==> src/rtl/txslot_engine.sv <==
module txslot_engine #(
  parameter int ADDR_W = 32,
  parameter int CNT_W  = 13
) (
  input  logic              clk,
  input  logic              rst_n,
  input  logic              reg_wr,
  input  logic [5:0]        reg_addr,
  input  logic [31:0]       reg_wdata,
  output logic [31:0]       reg_rdata,
  output logic              irq,
  output logic              mem_rd_en,
  output logic [ADDR_W-1:0] mem_rd_addr,
  input  logic [7:0]        mem_rd_data,
  input  logic              mem_rd_err,
  output logic              fifo_wr,
  output logic [7:0]        fifo_data,
  input  logic              fifo_full
);
  localparam int NS = 4;
  localparam int PW = 2;

  typedef enum logic [1:0] {S_IDLE, S_REQ, S_DAT} st_t;

  logic [ADDR_W-1:0] base [NS];
  logic [CNT_W-1:0]  cnt  [NS];
  logic [NS-1:0]     own, good, abt;
  logic [PW-1:0]     hw_ptr, sw_ptr;
  logic [2:0]        isr, imr;
  logic [CNT_W-1:0]  offs;
  st_t               st;

  wire [1:0] sel    = reg_addr[3:2];
  wire       wr_ok  = reg_wr && (reg_addr[1:0] == 2'b00);
  wire       st_hit = wr_ok && (reg_addr[5:4] == 2'b01);
  wire       ad_hit = wr_ok && (reg_addr[5:4] == 2'b10);
  wire       is_hit = wr_ok && (reg_addr == 6'h30);
  wire       im_hit = wr_ok && (reg_addr == 6'h34);
  wire       accept = st_hit && (sel == sw_ptr) && own[sel];

  wire busy_hw  = !own[hw_ptr];
  wire last_one = (offs + CNT_W'(1)) == cnt[hw_ptr];
  wire done_ok  = (st == S_IDLE && busy_hw && cnt[hw_ptr] == '0) ||
                  (st == S_DAT && !mem_rd_err && last_one);
  wire done_err = (st == S_DAT) && mem_rd_err;
  wire done     = done_ok || done_err;

  assign mem_rd_en   = (st == S_REQ) && !fifo_full;
  assign mem_rd_addr = base[hw_ptr] + ADDR_W'(offs);
  assign fifo_wr     = (st == S_DAT) && !mem_rd_err;
  assign fifo_data   = mem_rd_data;
  assign irq         = |(isr & imr);

  always_ff @(posedge clk) begin
    if (!rst_n) begin
      for (int i = 0; i < NS; i++) begin
        base[i] <= '0;
        cnt[i]  <= '0;
      end
      own    <= '1;
      good   <= '0;
      abt    <= '0;
      hw_ptr <= '0;
      sw_ptr <= '0;
      isr    <= '0;
      imr    <= '0;
      offs   <= '0;
      st     <= S_IDLE;
    end else begin
      if (ad_hit && own[sel]) base[sel] <= reg_wdata[ADDR_W-1:0];
      if (accept) begin
        cnt[sel]  <= reg_wdata[CNT_W-1:0];
        own[sel]  <= 1'b0;
        good[sel] <= 1'b0;
        abt[sel]  <= 1'b0;
        sw_ptr    <= sw_ptr + 1'b1;
      end
      if (done) begin
        own[hw_ptr]  <= 1'b1;
        good[hw_ptr] <= done_ok;
        abt[hw_ptr]  <= done_err;
        hw_ptr       <= hw_ptr + 1'b1;
      end
      isr <= (isr & ~(is_hit ? reg_wdata[2:0] : 3'b000)) |
             {st_hit && !accept, done_err, done_ok};
      if (im_hit) imr <= reg_wdata[2:0];
      case (st)
        S_IDLE: if (busy_hw && !done) begin
          offs <= '0;
          st   <= S_REQ;
        end
        S_REQ: if (!fifo_full) st <= S_DAT;
        S_DAT: begin
          offs <= offs + CNT_W'(1);
          st   <= done ? S_IDLE : S_REQ;
        end
        default: st <= S_IDLE;
      endcase
    end
  end

  logic [31:0] summary;
  always_comb begin
    summary = '0;
    for (int i = 0; i < NS; i++) begin
      summary[i]        = own[i];
      summary[NS + i]   = good[i];
      summary[2*NS + i] = abt[i];
    end
  end

  always_comb begin
    reg_rdata = '0;
    case (reg_addr[5:4])
      2'b01: reg_rdata = 32'({abt[sel], good[sel], own[sel], cnt[sel]});
      2'b10: reg_rdata = 32'(base[sel]);
      2'b11: case (sel)
        2'd0: reg_rdata = 32'(isr);
        2'd1: reg_rdata = 32'(imr);
        2'd2: reg_rdata = summary;
        default: reg_rdata = 32'({sw_ptr, 2'b00, hw_ptr});
      endcase
      default: reg_rdata = '0;
    endcase
  end

  p_reject_r4: assert property (@(posedge clk) disable iff (!rst_n)
    (st_hit && sel != sw_ptr) |=> (sw_ptr == $past(sw_ptr) && isr[2]));

  p_ptr_step_r8: assert property (@(posedge clk) disable iff (!rst_n)
    (hw_ptr != $past(hw_ptr)) |-> (hw_ptr == $past(hw_ptr) + 2'd1));

  p_push_after_read_r5: assert property (@(posedge clk) disable iff (!rst_n)
    fifo_wr |-> $past(mem_rd_en));

  p_read_returns_r5: assert property (@(posedge clk) disable iff (!rst_n)
    mem_rd_en |=> (fifo_wr || mem_rd_err || done));

  p_read_in_buffer_r5: assert property (@(posedge clk) disable iff (!rst_n)
    mem_rd_en |-> ((mem_rd_addr - base[hw_ptr]) < ADDR_W'(cnt[hw_ptr])));

  p_irq_masked_r9: assert property (@(posedge clk) disable iff (!rst_n)
    (imr == 3'b000) |-> !irq);
endmodule

==> config.mk <==
export PLATFORM = sky130hd
export DESIGN_NAME = txslot_engine
export DESIGN_NICKNAME = d
export VERILOG_FILES = /design/src/rtl/txslot_engine.sv
export SDC_FILE = /design/constraint.sdc
export NUM_CORES = 1
export LEC_CHECK = 0
export ABC_CLOCK_PERIOD_IN_PS = 5550
export CAP_MARGIN = 10
export CORE_MARGIN = 10
export CORE_UTILIZATION = 45
export CTS_BUF_LIST = sky130_fd_sc_hd__clkbuf_8 sky130_fd_sc_hd__clkbuf_16
export DETAILED_ROUTE_END_ITERATION = 7
export PLACE_DENSITY_LB_ADDON = 0.2
export SYNTH_ARGS = -nofsm -noshare
export SYNTH_HDL_FRONTEND = slang
export SYNTH_SLANG_ARGS = --single-unit
==> constraint.sdc <==
create_clock -name clk -period 5.55 [get_ports clk]
set_input_delay 0.555 -clock clk [delete_from_list [all_inputs] [get_ports clk]]
set_output_delay 0.555 -clock clk [all_outputs]
set_load 0.02 [all_outputs]
; Yosys cells after proc, flatten, opt, wreduce, memory -nomap -nowiden
; Memory sizes are Yosys's and may differ from the RTL's. A register that Yosys moved wholly into a read port is not among the register bits.
; Index checks and enable logic that the tools add are counted.
[word_totals]
regBits = 37
mem_bits_rw = 180
in_bits = 51
output_inout_bits = 75
wordCells = 125
memories = 2
[op_classes]
n_addsub = 4
magnitude_cmp = 4
eq_ne = 13
muxes = 49
n_bitwise = 9
reduce_logical = 35
[mem_list]
columns = name, words, width, read_ports, rd_ports_with_merged_regs, write_ports, line
row1 = base, 4, 32, 2, 1, 4, 25  ; logic [ADDR_W-1:0] base [NS];
row2 = cnt, 4, 13, 2, 1, 4, 26  ; logic [CNT_W-1:0] cnt [NS];
[op_table]
columns = op, count
row1 = $pmux W32 S3, 1
row2 = $mux W4, 9
row3 = $pmux W12 S3, 1
row4 = $add A32 B13 Y32, 1
row5 = $mux W32, 1
row6 = $reduce_or A32 Y1, 1
row7 = $mux W13, 2
row8 = $pmux W13 S2, 1
row9 = $logic_and A1 B1 Y1, 18
row10 = $mux W1, 16
row11 = $mux W2, 8
row12 = $add A13 B1 Y13 const B, 1
row13 = $eq A13 B13 Y1, 1
row14 = $logic_not A13 Y1, 1
row15 = $reduce_or A13 Y1, 1
row16 = $and A4 B4 Y4, 3
row17 = $eq A6 B6 Y1 const B, 2
row18 = $bmux W1 S2, 4
row19 = $bwmux W4, 2
row20 = $eq A2 B2 Y1 const B, 4
row21 = $and A3 B3 Y3, 2
row22 = $eq A2 B1 Y1 const B, 3
row23 = $logic_not A2 Y1, 3
row24 = $lt A2 B3 Y1 const B, 2
row25 = 17 further kinds, 26

; Depth between registers and ports, before layout
[logic_depth]
depth_word = 11
depth_mapped = 15
depth_no_buf = 10

; Least setup slack after synthesis
; Ideal clock, no wire load.
[synth_timing]
path_kind = input to register
start = in reg_addr[2]
end = mem base[1][0], enable pin
t_arrival_ns = 4.187
setup_slack_ns = 0.897
cell_stages = 6
n_path_buf = 4
path_cell_list = buf_2 buf_1 buf_2 nand2b_1 clkbuf_1 o21ai_0
[synth_lines]
columns = item, line
row1 = start: declaration, 8  ; input logic [5:0] reg_addr,
row2 = end: declaration, 25

==> results.py <==
metrics = {
    "run_status": {
        "outcome": "finished clean",
    },
    "clock_tree": {
        "maximum_root_to_sink_buffer_count": 3,
        "clock-sinks": 219,
        "post_cts_hold_buffer_count": 0,
        "numCtsBuffers": 25,
        "cts_root_buf": "sky130_fd_sc_hd__clkbuf_16",
        "htree_num_levels": 1,
        "cts_tree": "built",
        "ctsResizeCount": 0,
        "post-cts-setup-buffer-count": 0,
        "clkSlewWorstSetupHoldPaths_ps": 60,
        "insertion_delay_ps": 540,
    },
    "worst_setup_path": {
        "path_cells": "buf_4 -> mux4_2 -> ha_1 -> a21o_1 -> a21oi_1 -> o21ai_0 -> nand3_1 -> a31oi_1 -> buf_4 -> o21ai_0 -> xnor2_1 -> clkdlybuf4s50_1",
        "worst-endpoint-arrival_ps": 4400,
        "crit_path_max_incr_delay_ps": 650,
        "timing.critical_path.buf_inv": 3,
        "path_delay_family": "buffers and inverters",
        "critPathMaxFanout": 16,
        "setup.worst_path.end_class": "output port",
        "endpoint_required_time_on_the_critical_path_ps": 4990,
        "worst-r2r-setup-slack_ps": 2070,
        "worstSetupPathType": "reg2out",
        "worst_r2r_path_depth": 8,
        "timing.critical_path.slowest_stage_cell": "sky130_fd_sc_hd__clkdlybuf4s50_1",
        "crit_path_start_kind": "flip-flop",
    },
    "run": {
        "drv.max_cap_violation_count": 0,
    },
    "synthesis": {
        "synth.avg_cell_area_um2": 12.34,
        "synth-edff-count": 180,
        "synth.distinct_cells": 66,
        "post_synthesis_register_bit_count": 219,
        "synth_async_sr_flop_share_pct": 0,
        "synth_area_um2": 12530,
        "yosysWarnings": 0,
        "yosysSeqAreaShare_pct": 49.37,
        "netlist.top_cell.by_area": "sky130_fd_sc_hd__edfxtp_1",
        "syn_inst": 1015,
        "yosys.area.top_type_share_pct": 43.14,
        "ys_top_cells_by_area": "sky130_fd_sc_hd__edfxtp_1, sky130_fd_sc_hd__mux4_2, sky130_fd_sc_hd__dfxtp_1",
        "ys_dominant_reg_cell": "sky130_fd_sc_hd__edfxtp_1",
        "synth_fp_nets": 1085,
    },
    "route": {
        "vias_per_cell": 5.912,
        "detail_route.first_pass.iterations": 7,
        "drt_first_iter_violations": 808,
        "ant_nets": 0,
        "drt-wirelength-per-cell_um": 24.20,
        "detail_route.wirelength_mm": 36.16,
        "via_count": 8833,
        "highest_layer": "met5",
        "route.detailed.drc": 0,
        "met2RoutedLength_mm": 17.06,
        "detailroute.wirelength.met3_mm": 3.225,
        "route.layer.met1.wl_mm": 15.23,
    },
    "place": {
        "hpwl_mm": 24.99,
        "place.gp.congestion": 0.8159,
        "buffer_ports.inserted": 109,
    },
    "final_layout": {
        "final_nets": 1165,
        "drive_above_1_share_pct": 15.62,
        "num-fill-cells": 2369,
        "synthToLayoutAreaGrowth_pct": 17.94,
        "finish.utilization_pct": 53.49,
    },
    "floorplanning": {
        "die_span_y_um": 186.9,
        "std_cell_rows": 61,
        "fp.dieW_um": 186.9,
        "die_area_um2": 34920,
        "io_pins": 126,
        "start_util_pct": 45.35,
        "design.core.area_um2": 27630,
    },
    "pwr": {
        "post-layout-total-power_uw": 3856,
        "max-vdd-ir-drop_uv": 209.6,
        "power.density_cell_area_nw_per_um2": 261.0,
        "power.static_leakage_uw": 0.005647,
    },
    "timing": {
        "finalSetupTns_ps": 0,
        "rsz0062_at_grt": "false",
        "fin_crit_ps": 4952,
        "report.final.slew_viol_count": 0,
        "finClkSkew_ps": 13.62,
        "slew-limit-headroom_pct": 29.61,
        "fmax_ghz": 0.2020,
        "finalCritPeriodShare_pct": 89.22,
        "finalSetupViolations": 0,
        "tightest_slew_ps": 1043,
        "final_hold_viol_count": 0,
    },
    "worst_hold_path": {
        "endpoint_of_the_worst_hold_timing_path": "own[2]$_SDFF_PN1_",
        "timing.hold.worst_path_depth": 2,
        "min_path_type": "in2reg",
        "hold_start": "rst_n",
    },
    "grt": {
        "number_of_global_route_vias_before_repair": 8815,
        "grt_max_degree": 62,
        "global_route.overflow_total": 0,
        "initial_antenna_violation_count": 3,
        "global_route.usage.total_pct": 20.10,
        "grt_first_pass_wirelength_mm": 55.01,
    },
}
-- synth_stat cells (12+ instances only) --
cell                       number
sky130_fd_sc_hd__xnor2_1       31
sky130_fd_sc_hd__o21ai_0       27
sky130_fd_sc_hd__edfxtp_1     180
sky130_fd_sc_hd__mux4_2        86
sky130_fd_sc_hd__dfxtp_1       39
sky130_fd_sc_hd__and2_1        45
sky130_fd_sc_hd__a21oi_1       20
sky130_fd_sc_hd__inv_1         46
sky130_fd_sc_hd__nand4_1       12
sky130_fd_sc_hd__a22o_1        16
sky130_fd_sc_hd__and3_1        86
sky130_fd_sc_hd__clkbuf_1      54
sky130_fd_sc_hd__nand3_1       14
sky130_fd_sc_hd__nor2_1        97
sky130_fd_sc_hd__ha_1          18
sky130_fd_sc_hd__nand2_1       62
-- metrics by stage --
| step | std cells | hold slack, ps | worst slack [ps] | cell area [um^2] |
|---|---|---|---|---|
| final | 1494 | 398.3 | 598.5 | 14780 |
| after global placement | 1446 | 473.3 | 1159 | 13960 |
| after CTS | 1492 | 392.3 | 551.1 | 14770 |
| after detailed placement | 1446 | 482.3 | 1111 | 13960 |
| after global routing | 1492 | 401.5 | 301.2 | 14770 |
| after floorplan | 1015 | 445.9 | 897.0 | 12530 |
-- logic make-up (layout without fill, tap and decap cells) --
kind of cell | after synthesis | in the layout | share of synthesized area (%)
buffers and inverters | 128 | 227 | 4.364
AO/OA/AOI/OAI | 130 | 130 | 7.180
adder cells (fa/ha/maj) | 19 | 19 | 1.957
other | 0 | 2 | 0
multiplexers | 108 | 108 | 18.54
AND/OR/NAND/NOR | 366 | 366 | 15.16
flip-flops | 219 | 219 | 49.37
XOR/XNOR | 45 | 45 | 3.425
-- layout make-up --
| class | count | area [um^2] | area share [%] |
|---|---|---|---|
| flip-flops and latches | 219 | 6191 | 41.89 |
| well taps | 378 | 473.0 | 3.200 |
| inverters | 47 | 176.4 | 1.194 |
| diodes | 2 | 5.005 | 0.03387 |
| clock buffers | 25 | 625.6 | 4.233 |
| multi-input cells | 668 | 5839 | 39.51 |
| clock inverters | 21 | 188.9 | 1.278 |
| repair buffers | 134 | 1279 | 8.653 |
-- routing by layer --
metal  track usage (%)  vias up
li1                  -     4016
met1             26.86     4393
met4             4.622        2
met3             5.201       50
met5                 0        -
met2             32.21      372
-- state kept, by name, indices dropped and copies added, names as in the netlist, named ones only --
register,count
imr,3
own,4
st,2
offs,13
cnt,52
isr,3
good,4
abt,4
base,128
hw_ptr,2
sw_ptr,2
-- placed cells by master (no fill, tap or decap), types with 14 or more instances in the layout --
| cell | count |
|---|---|
| sky130_fd_sc_hd__o21ai_0 | 23 |
| sky130_fd_sc_hd__nand3_1 | 14 |
| sky130_fd_sc_hd__nand2_1 | 62 |
| sky130_fd_sc_hd__xnor2_1 | 31 |
| sky130_fd_sc_hd__and3_1 | 86 |
| sky130_fd_sc_hd__edfxtp_1 | 180 |
| sky130_fd_sc_hd__a22o_1 | 16 |
| sky130_fd_sc_hd__clkdlybuf4s50_1 | 106 |
| sky130_fd_sc_hd__inv_1 | 50 |
| sky130_fd_sc_hd__clkbuf_16 | 25 |
| sky130_fd_sc_hd__a21oi_1 | 20 |
| sky130_fd_sc_hd__buf_4 | 25 |
| sky130_fd_sc_hd__ha_1 | 18 |
| sky130_fd_sc_hd__dfxtp_1 | 37 |
| sky130_fd_sc_hd__and2_1 | 45 |
| sky130_fd_sc_hd__nor2_1 | 97 |
| sky130_fd_sc_hd__mux4_2 | 86 |
-- power breakdown --
| group | switching [uW] | internal [uW] |
|---|---|---|
| Clock | 675 | 962 |
| Sequential | 23.8 | 1820 |
| Combinational | 211 | 162 |
-- worst max path at each step --
stage | startpoint | depth (start not counted) | end | slack (ps)
2_1_floorplan | reg_addr[2] | 6 | base[1][0]$_SDFFCE_PN0P_ | 900
3_3_place_gp | flip-flop | 11 | mem_rd_addr[31] | 1160
3_5_place_dp | flip-flop | 11 | mem_rd_addr[31] | 1110
4_1_cts | flip-flop | 12 | mem_rd_addr[14] | 550
5_1_grt | flip-flop | 11 | mem_rd_addr[29] | 300
6_report | flip-flop | 12 | mem_rd_addr[14] | 600
Power figures use the tool's default switching activity.
